[src/rtl/gpio_edge_pkg.sv]
package gpio_edge_pkg;

  localparam logic [7:0] OFF_DATA = 8'h14;
  localparam logic [7:0] OFF_CLR  = 8'h1C;
  localparam logic [7:0] OFF_TGL  = 8'h20;
  localparam logic [7:0] OFF_POL  = 8'h24;
  localparam logic [7:0] OFF_EN   = 8'h28;
  localparam logic [7:0] OFF_STAT = 8'h2C;

  typedef enum logic [2:0] {
    RD_NONE,
    RD_DATA,
    RD_POL,
    RD_EN,
    RD_STAT
  } rdSel_t;

  typedef struct packed {
    logic   wrData;
    logic   wrClr;
    logic   wrTgl;
    logic   wrPol;
    logic   wrEn;
    logic   wrStat;
    rdSel_t rdSel;
  } ctrlStrobes_t;

endpackage

[src/rtl/gpio_edge_sync.sv]
module gpio_edge_sync #(
  parameter int W      = 16,
  parameter int STAGES = 2
) (
  input  logic         clk,
  input  logic         rstN,
  input  logic [W-1:0] asyncIn,
  output logic [W-1:0] syncOut
);

  logic [W-1:0] stageQ [STAGES];

  generate
    for (genvar s = 0; s < STAGES; s++) begin : g_stage
      always_ff @(posedge clk) begin
        if (!rstN) begin
          stageQ[s] <= '0;
        end else if (s == 0) begin
          stageQ[s] <= asyncIn;
        end else begin
          stageQ[s] <= stageQ[(s == 0) ? 0 : s-1];
        end
      end
    end
  endgenerate

  assign syncOut = stageQ[STAGES-1];

endmodule

[src/rtl/gpio_edge_ctrl.sv]
module gpio_edge_ctrl
  import gpio_edge_pkg::*;
#(
  parameter int ADDR_W = 8
) (
  input  logic [ADDR_W-1:0] busAddr,
  input  logic              busWr,
  output ctrlStrobes_t      strobes
);

  function automatic logic hit(input logic [ADDR_W-1:0] a, input logic [7:0] off);
    return a == ADDR_W'(off);
  endfunction

  always_comb begin
    strobes        = '0;
    strobes.rdSel  = RD_NONE;
    strobes.wrData = busWr && hit(busAddr, OFF_DATA);
    strobes.wrClr  = busWr && hit(busAddr, OFF_CLR);
    strobes.wrTgl  = busWr && hit(busAddr, OFF_TGL);
    strobes.wrPol  = busWr && hit(busAddr, OFF_POL);
    strobes.wrEn   = busWr && hit(busAddr, OFF_EN);
    strobes.wrStat = busWr && hit(busAddr, OFF_STAT);
    if (hit(busAddr, OFF_DATA))      strobes.rdSel = RD_DATA;
    else if (hit(busAddr, OFF_POL))  strobes.rdSel = RD_POL;
    else if (hit(busAddr, OFF_EN))   strobes.rdSel = RD_EN;
    else if (hit(busAddr, OFF_STAT)) strobes.rdSel = RD_STAT;
  end

endmodule

[src/rtl/gpio_edge_dp.sv]
module gpio_edge_dp
  import gpio_edge_pkg::*;
#(
  parameter int W           = 16,
  parameter int SYNC_STAGES = 2
) (
  input  logic         clk,
  input  logic         rstN,
  input  ctrlStrobes_t strobes,
  input  logic [W-1:0] wdata,
  input  logic [W-1:0] pinIn,
  output logic [W-1:0] pinOut,
  output logic [W-1:0] statusVec,
  output logic [W-1:0] enableVec,
  output logic [W-1:0] rdata
);

  logic [W-1:0] dataQ, polQ, enQ, statQ;
  logic [W-1:0] pinSync, prevQ, edgeHit, statClr;

  gpio_edge_sync #(.W(W), .STAGES(SYNC_STAGES)) u_sync (
    .clk     (clk),
    .rstN    (rstN),
    .asyncIn (pinIn),
    .syncOut (pinSync)
  );

  always_ff @(posedge clk) begin
    if (!rstN) begin
      dataQ <= '0;
      polQ  <= '0;
      enQ   <= '0;
      prevQ <= '0;
    end else begin
      prevQ <= pinSync;
      if (strobes.wrData)     dataQ <= wdata;
      else if (strobes.wrClr) dataQ <= dataQ & ~wdata;
      else if (strobes.wrTgl) dataQ <= dataQ ^ wdata;
      if (strobes.wrPol) polQ <= wdata;
      if (strobes.wrEn)  enQ  <= wdata;
    end
  end

  assign statClr = strobes.wrStat ? wdata : '0;

  generate
    for (genvar i = 0; i < W; i++) begin : g_pin
      always_comb begin
        if (polQ[i]) edgeHit[i] = pinSync[i] & ~prevQ[i];
        else         edgeHit[i] = ~pinSync[i] & prevQ[i];
      end

      always_ff @(posedge clk) begin
        if (!rstN)                       statQ[i] <= 1'b0;
        else if (edgeHit[i] && enQ[i])   statQ[i] <= 1'b1;
        else if (statClr[i])             statQ[i] <= 1'b0;
      end
    end
  endgenerate

  always_comb begin
    unique case (strobes.rdSel)
      RD_DATA: rdata = dataQ;
      RD_POL:  rdata = polQ;
      RD_EN:   rdata = enQ;
      RD_STAT: rdata = statQ;
      default: rdata = '0;
    endcase
  end

  assign pinOut    = dataQ;
  assign statusVec = statQ;
  assign enableVec = enQ;

endmodule

[src/rtl/gpio_edge_port.sv]
module gpio_edge_port
  import gpio_edge_pkg::*;
#(
  parameter int W           = 16,
  parameter int ADDR_W      = 8,
  parameter int SYNC_STAGES = 2
) (
  input  logic              clk,
  input  logic              rstN,
  input  logic [ADDR_W-1:0] busAddr,
  input  logic              busWr,
  input  logic [W-1:0]      busWdata,
  output logic [W-1:0]      busRdata,
  input  logic [W-1:0]      pinIn,
  output logic [W-1:0]      pinOut,
  output logic              irqOut
);

  ctrlStrobes_t strobes;
  logic [W-1:0] statusVec, enableVec;

  gpio_edge_ctrl #(.ADDR_W(ADDR_W)) u_ctrl (
    .busAddr (busAddr),
    .busWr   (busWr),
    .strobes (strobes)
  );

  gpio_edge_dp #(.W(W), .SYNC_STAGES(SYNC_STAGES)) u_dp (
    .clk       (clk),
    .rstN      (rstN),
    .strobes   (strobes),
    .wdata     (busWdata),
    .pinIn     (pinIn),
    .pinOut    (pinOut),
    .statusVec (statusVec),
    .enableVec (enableVec),
    .rdata     (busRdata)
  );

  assign irqOut = |(statusVec & enableVec);

endmodule

[config.mk]
export PLATFORM = sky130hd
export DESIGN_NAME = gpio_edge_port
export DESIGN_NICKNAME = d
export VERILOG_FILES = /design/src/rtl/gpio_edge_pkg.sv /design/src/rtl/gpio_edge_sync.sv /design/src/rtl/gpio_edge_ctrl.sv /design/src/rtl/gpio_edge_dp.sv /design/src/rtl/gpio_edge_port.sv
export SDC_FILE = /design/constraint.sdc
export NUM_CORES = 1
export LEC_CHECK = 0
export CAP_MARGIN = 30
export CORE_MARGIN = 8
export CORE_UTILIZATION = 54
export DETAILED_ROUTE_END_ITERATION = 7
export PLACE_DENSITY = 0.79
export RECOVER_POWER = 100
export SYNTH_ARGS = -nofsm -noshare
export SYNTH_HDL_FRONTEND = slang
export SYNTH_HIERARCHICAL = 1
export SYNTH_SLANG_ARGS = --single-unit
[constraint.sdc]
create_clock -name clk -period 3.2 [get_ports clk]
set_clock_uncertainty 0.05 [all_clocks]
set_input_delay 0.8 -clock clk [delete_from_list [all_inputs] [get_ports clk]]
set_output_delay 0.8 -clock clk [all_outputs]
set_load 0.005 [all_outputs]
==> impl_results.md <==
* Placed cell areas at 6291 µm²
* Slowest stage delay, CP at 0.30 ns
* Die Y-Extent at 114.8 µm
* Largest net degree at the start of global routing at 78
* Initial Util at 0.5466
* PortBufs at 75
* Pint at 1.992 mW
* Fmax at 305.4 MHz
* Remaining DRCs at 0
* Clock power share at 0.375
* R2r setup slk at 1.87 ns
* CTS Buf Count at 9
* Synthesized area per cell at 10.13 µm²
* Crit. Startpoint: busAddr[0]
* Cells along the critical path: clkdlybuf4s15_1 -> nor4_4 -> o21a_1 -> buf_6 -> nor2b_4 -> buf_6 -> a22oi_1 -> o22ai_4 -> buf_2
* Setup crit start kind: input pin
* Max-slew headroom at 0.04145
* Yosys warning total at 6
* RD Place Congestion at 0.8841
* Standby leakage power at 2.415 nW
* Final hold vios at 0
* Dominant synthesized flop cell: dfxtp_1
* Detailed Route Iter0 Violations at 243
* Fin. max-slew vios at 0
* Reg-to-reg critical path startpoint: u_dp/pinOut[0]$_SDFFE_PN0P_
* Vias in the first global route at 4393
* CP required at 2.35 ns
* Share of layout cells above drive strength 1 at 0.2376
* CP delay by family, top: buffers and inverters
* Flop pwr share at 0.556
* H-tree depth at 3
* Distinct cell type count after synthesis at 43
* CP Data Arrival Time at 2.42 ns
* Clock Sinks at 112
* Antenna-violating nets left at 0
* Yosys top cell by area: dfxtp_1
* Hpwl dp at 9551 µm
* Mapped Nets at 579
* Critical path class: input pin to output port
* Routed via count at 4370
* Fin nets at 660
* Root buf cell: clkbuf_8
* Place WS at -0.8899 ns
* 1st-pass router iterations at 5
* Grt total ovfl at 0
* DR vias/cell at 5.913
* Tightest Pin Transition at 1.438 ns
* Clock Path Buffers at 2
* Critical path's slowest cell: nor4_4
* Design Area, Final at 6734 µm²
* Cts hold-fix bufs at 0
* Asr flop ratio synth at 0
* Worst Path Buf+Inv at 4
* Post-synth EDFFs at 0
* Core area at 9639 µm²
* WL per Instance at 18.96 µm
* Diodes inserted at 0
* I/O Pins at 76
* Tcrit/Tclk final at 1.023
* First-pass GRT wire length at 22140 µm
* Setup TNS at -0.7217 ns
* Final Setup Violations at 16
* Reg2Reg Depth at 4
* Initial antenna violation count at 0
* DIE AREA at 13170 µm²
* Sequential element share of the synthesized area at 0.4256
* Failing checks: negative setup slack
* PnR worst setup slack at -0.07398 ns
* DIE WIDTH at 114.8 µm
* P_sw at 0.5842 mW
* Clock Pin Slew Worst Setup and Hold Paths at 0.09 ns
* Status: finished, violations left
* Synth top area share at 0.4256
* Power per Cell Area at 382.5 nW/µm²
* Comb power frac at 0.070
* Final Critical Period at 3.274 ns
* Footprint of the multi-input gates at 3035 µm²
* Site row count at 36
* Total track usage at 0.2137
* Min Hold Slack at 0.4027 ns
* Syn Inst Count at 520
* Endpoint class of the critical path: output port
* Design Power at 2.576 mW
* Switch share at 0.2268
* FILL cells at 721
* Synthesized flop and latch total at 112
* Worst hold path class: flop to flop
* Most numerous cell in the Yosys netlist: dfxtp_1
* RSZ-0062 raised after global routing: true
* Clock latency on the worst-skew pair at 0.37 ns
* Most frequent CP cell: buf_6
* Synth area leaders: dfxtp_1, mux2i_1, and2_2
* Maxcap violations at 0
* Crit Path Max Fanout at 6
* Routed Wire Length at 14010 µm
* End of the critical path: busRdata[10]
* Area growth, synth to finish at 27.81%
* Syn Std Cell Area at 5269 µm²
* CTS tree: built
* Critical path depth at 9
* Reg-to-reg critical path endpoint: u_dp/pinOut[0]$_SDFFE_PN0P_
* List of most frequent post-synthesis cells: dfxtp_1, mux2i_1, nor2b_1, and2_2, o21ai_0
* Maximum vdd drop at 0.3127 mV
* Storage element area at 2242 µm²
power by group through the flow:
stage / Combinational [mW] / Sequential [mW] / Clock [mW]
after floorplan: 0.0765 / 1.46 / 0
after global placement: 0.165 / 1.46 / 0
after detailed placement: 0.171 / 1.46 / 0
after CTS: 0.175 / 1.43 / 0.985
after global routing: 0.195 / 1.43 / 1.04
final: 0.179 / 1.43 / 0.965
layout make-up:
class / count / area share
Multi-Input combinational cell: 354 / 0.4508
Sequential cell: 112 / 0.3330
Timing Repair Buffer: 107 / 0.1472
Tap cell: 133 / 0.02471
Clock buffer: 10 / 0.02044
Clock inverter: 6 / 0.01449
Inverter: 17 / 0.009476
cell usage in the layout, fill, tap and decap left out, types with 5 or more instances in the layout:
master	synthesis	final
clkbuf_8	0	10
o22ai_1	16	7
o31a_1	16	16
a22oi_2	0	12
buf_6	5	6
buf_12	0	6
and4b_1	16	16
ha_1	16	16
and2_2	32	32
inv_1	17	17
a21boi_0	16	16
and2_1	16	12
nand2_1	16	16
buf_2	10	17
a221oi_1	15	15
buf_4	2	21
nor4bb_1	17	16
mux2i_1	48	42
o22ai_2	0	5
clkdlybuf4s50_1	0	50
o21ai_0	22	22
nor2_1	16	15
o21ai_1	10	10
dfxtp_1	112	112
nor2b_1	34	32
cells by family (layout without fill, tap and decap cells):
| kind of cell | Yosys count | after routing | synth area share |
|---|---|---|---|
| AOI/OAI and AO/OA | 121 | 121 | 0.1674 |
| xor gates and xnor gates | 1 | 1 | 0.001663 |
| adders and majority gates | 16 | 16 | 0.03800 |
| buffers and inverters | 54 | 140 | 0.05058 |
| DFF | 112 | 112 | 0.4256 |
| muxes | 48 | 48 | 0.09119 |
| and+or+nand+nor | 168 | 168 | 0.2256 |
metal layers:
metal	part of all wire	vias to the layer above	wire length, µm	GRT usage
li1	-	2068	-	-
met1	0.43	2101	6089	0.2608
met2	0.48	168	6667	0.3465
met3	0.066	33	924	0.04149
met4	0.023	0	329	0.1217
met5	0	-	0	0
state kept, by name, indices dropped and copies added, names as in the netlist:
| signal | flops |
|---|---|
| u_dp/prevQ | 16 |
| u_dp/pinOut | 16 |
| u_dp/statusVec | 16 |
| u_dp/u_sync/stageQ | 32 |
| u_dp/polQ | 16 |
| u_dp/enableVec | 16 |
what timing repair did:
action                                  in CTS  in global routing
buffers inserted                             3                  0
gates cloned                                 0                  0
hold endpoints to repair                     0                  0
pin swaps                                   22                  8
resized for setup                          117                 24
endpoints found under the setup margin      16                 16
worst min path at each step:
stage / cells after the start / from / endpoint
floorplan: 1 / u_dp/u_sync/stageQ[0][14]$_SDFF_PN0_ / u_dp/u_sync/stageQ[1][14]$_SDFF_PN0_
global placement: 1 / u_dp/u_sync/stageQ[0][14]$_SDFF_PN0_ / u_dp/u_sync/stageQ[1][14]$_SDFF_PN0_
detailed placement: 1 / u_dp/u_sync/stageQ[0][9]$_SDFF_PN0_ / u_dp/u_sync/stageQ[1][9]$_SDFF_PN0_
CTS: 1 / u_dp/u_sync/stageQ[0][4]$_SDFF_PN0_ / u_dp/u_sync/stageQ[1][4]$_SDFF_PN0_
global route: 1 / u_dp/u_sync/stageQ[0][5]$_SDFF_PN0_ / u_dp/u_sync/stageQ[1][5]$_SDFF_PN0_
finish: 1 / u_dp/u_sync/stageQ[0][3]$_SDFF_PN0_ / u_dp/u_sync/stageQ[1][3]$_SDFF_PN0_
metrics by stage:
step | instances | util
6_report | 739 | 0.6986
5_1_grt | 739 | 0.6986
4_1_cts | 739 | 0.6880
3_5_place_dp | 720 | 0.6526
3_3_place_gp | 720 | 0.6526
2_1_floorplan | 520 | -
(Power assumes the default switching activity.)
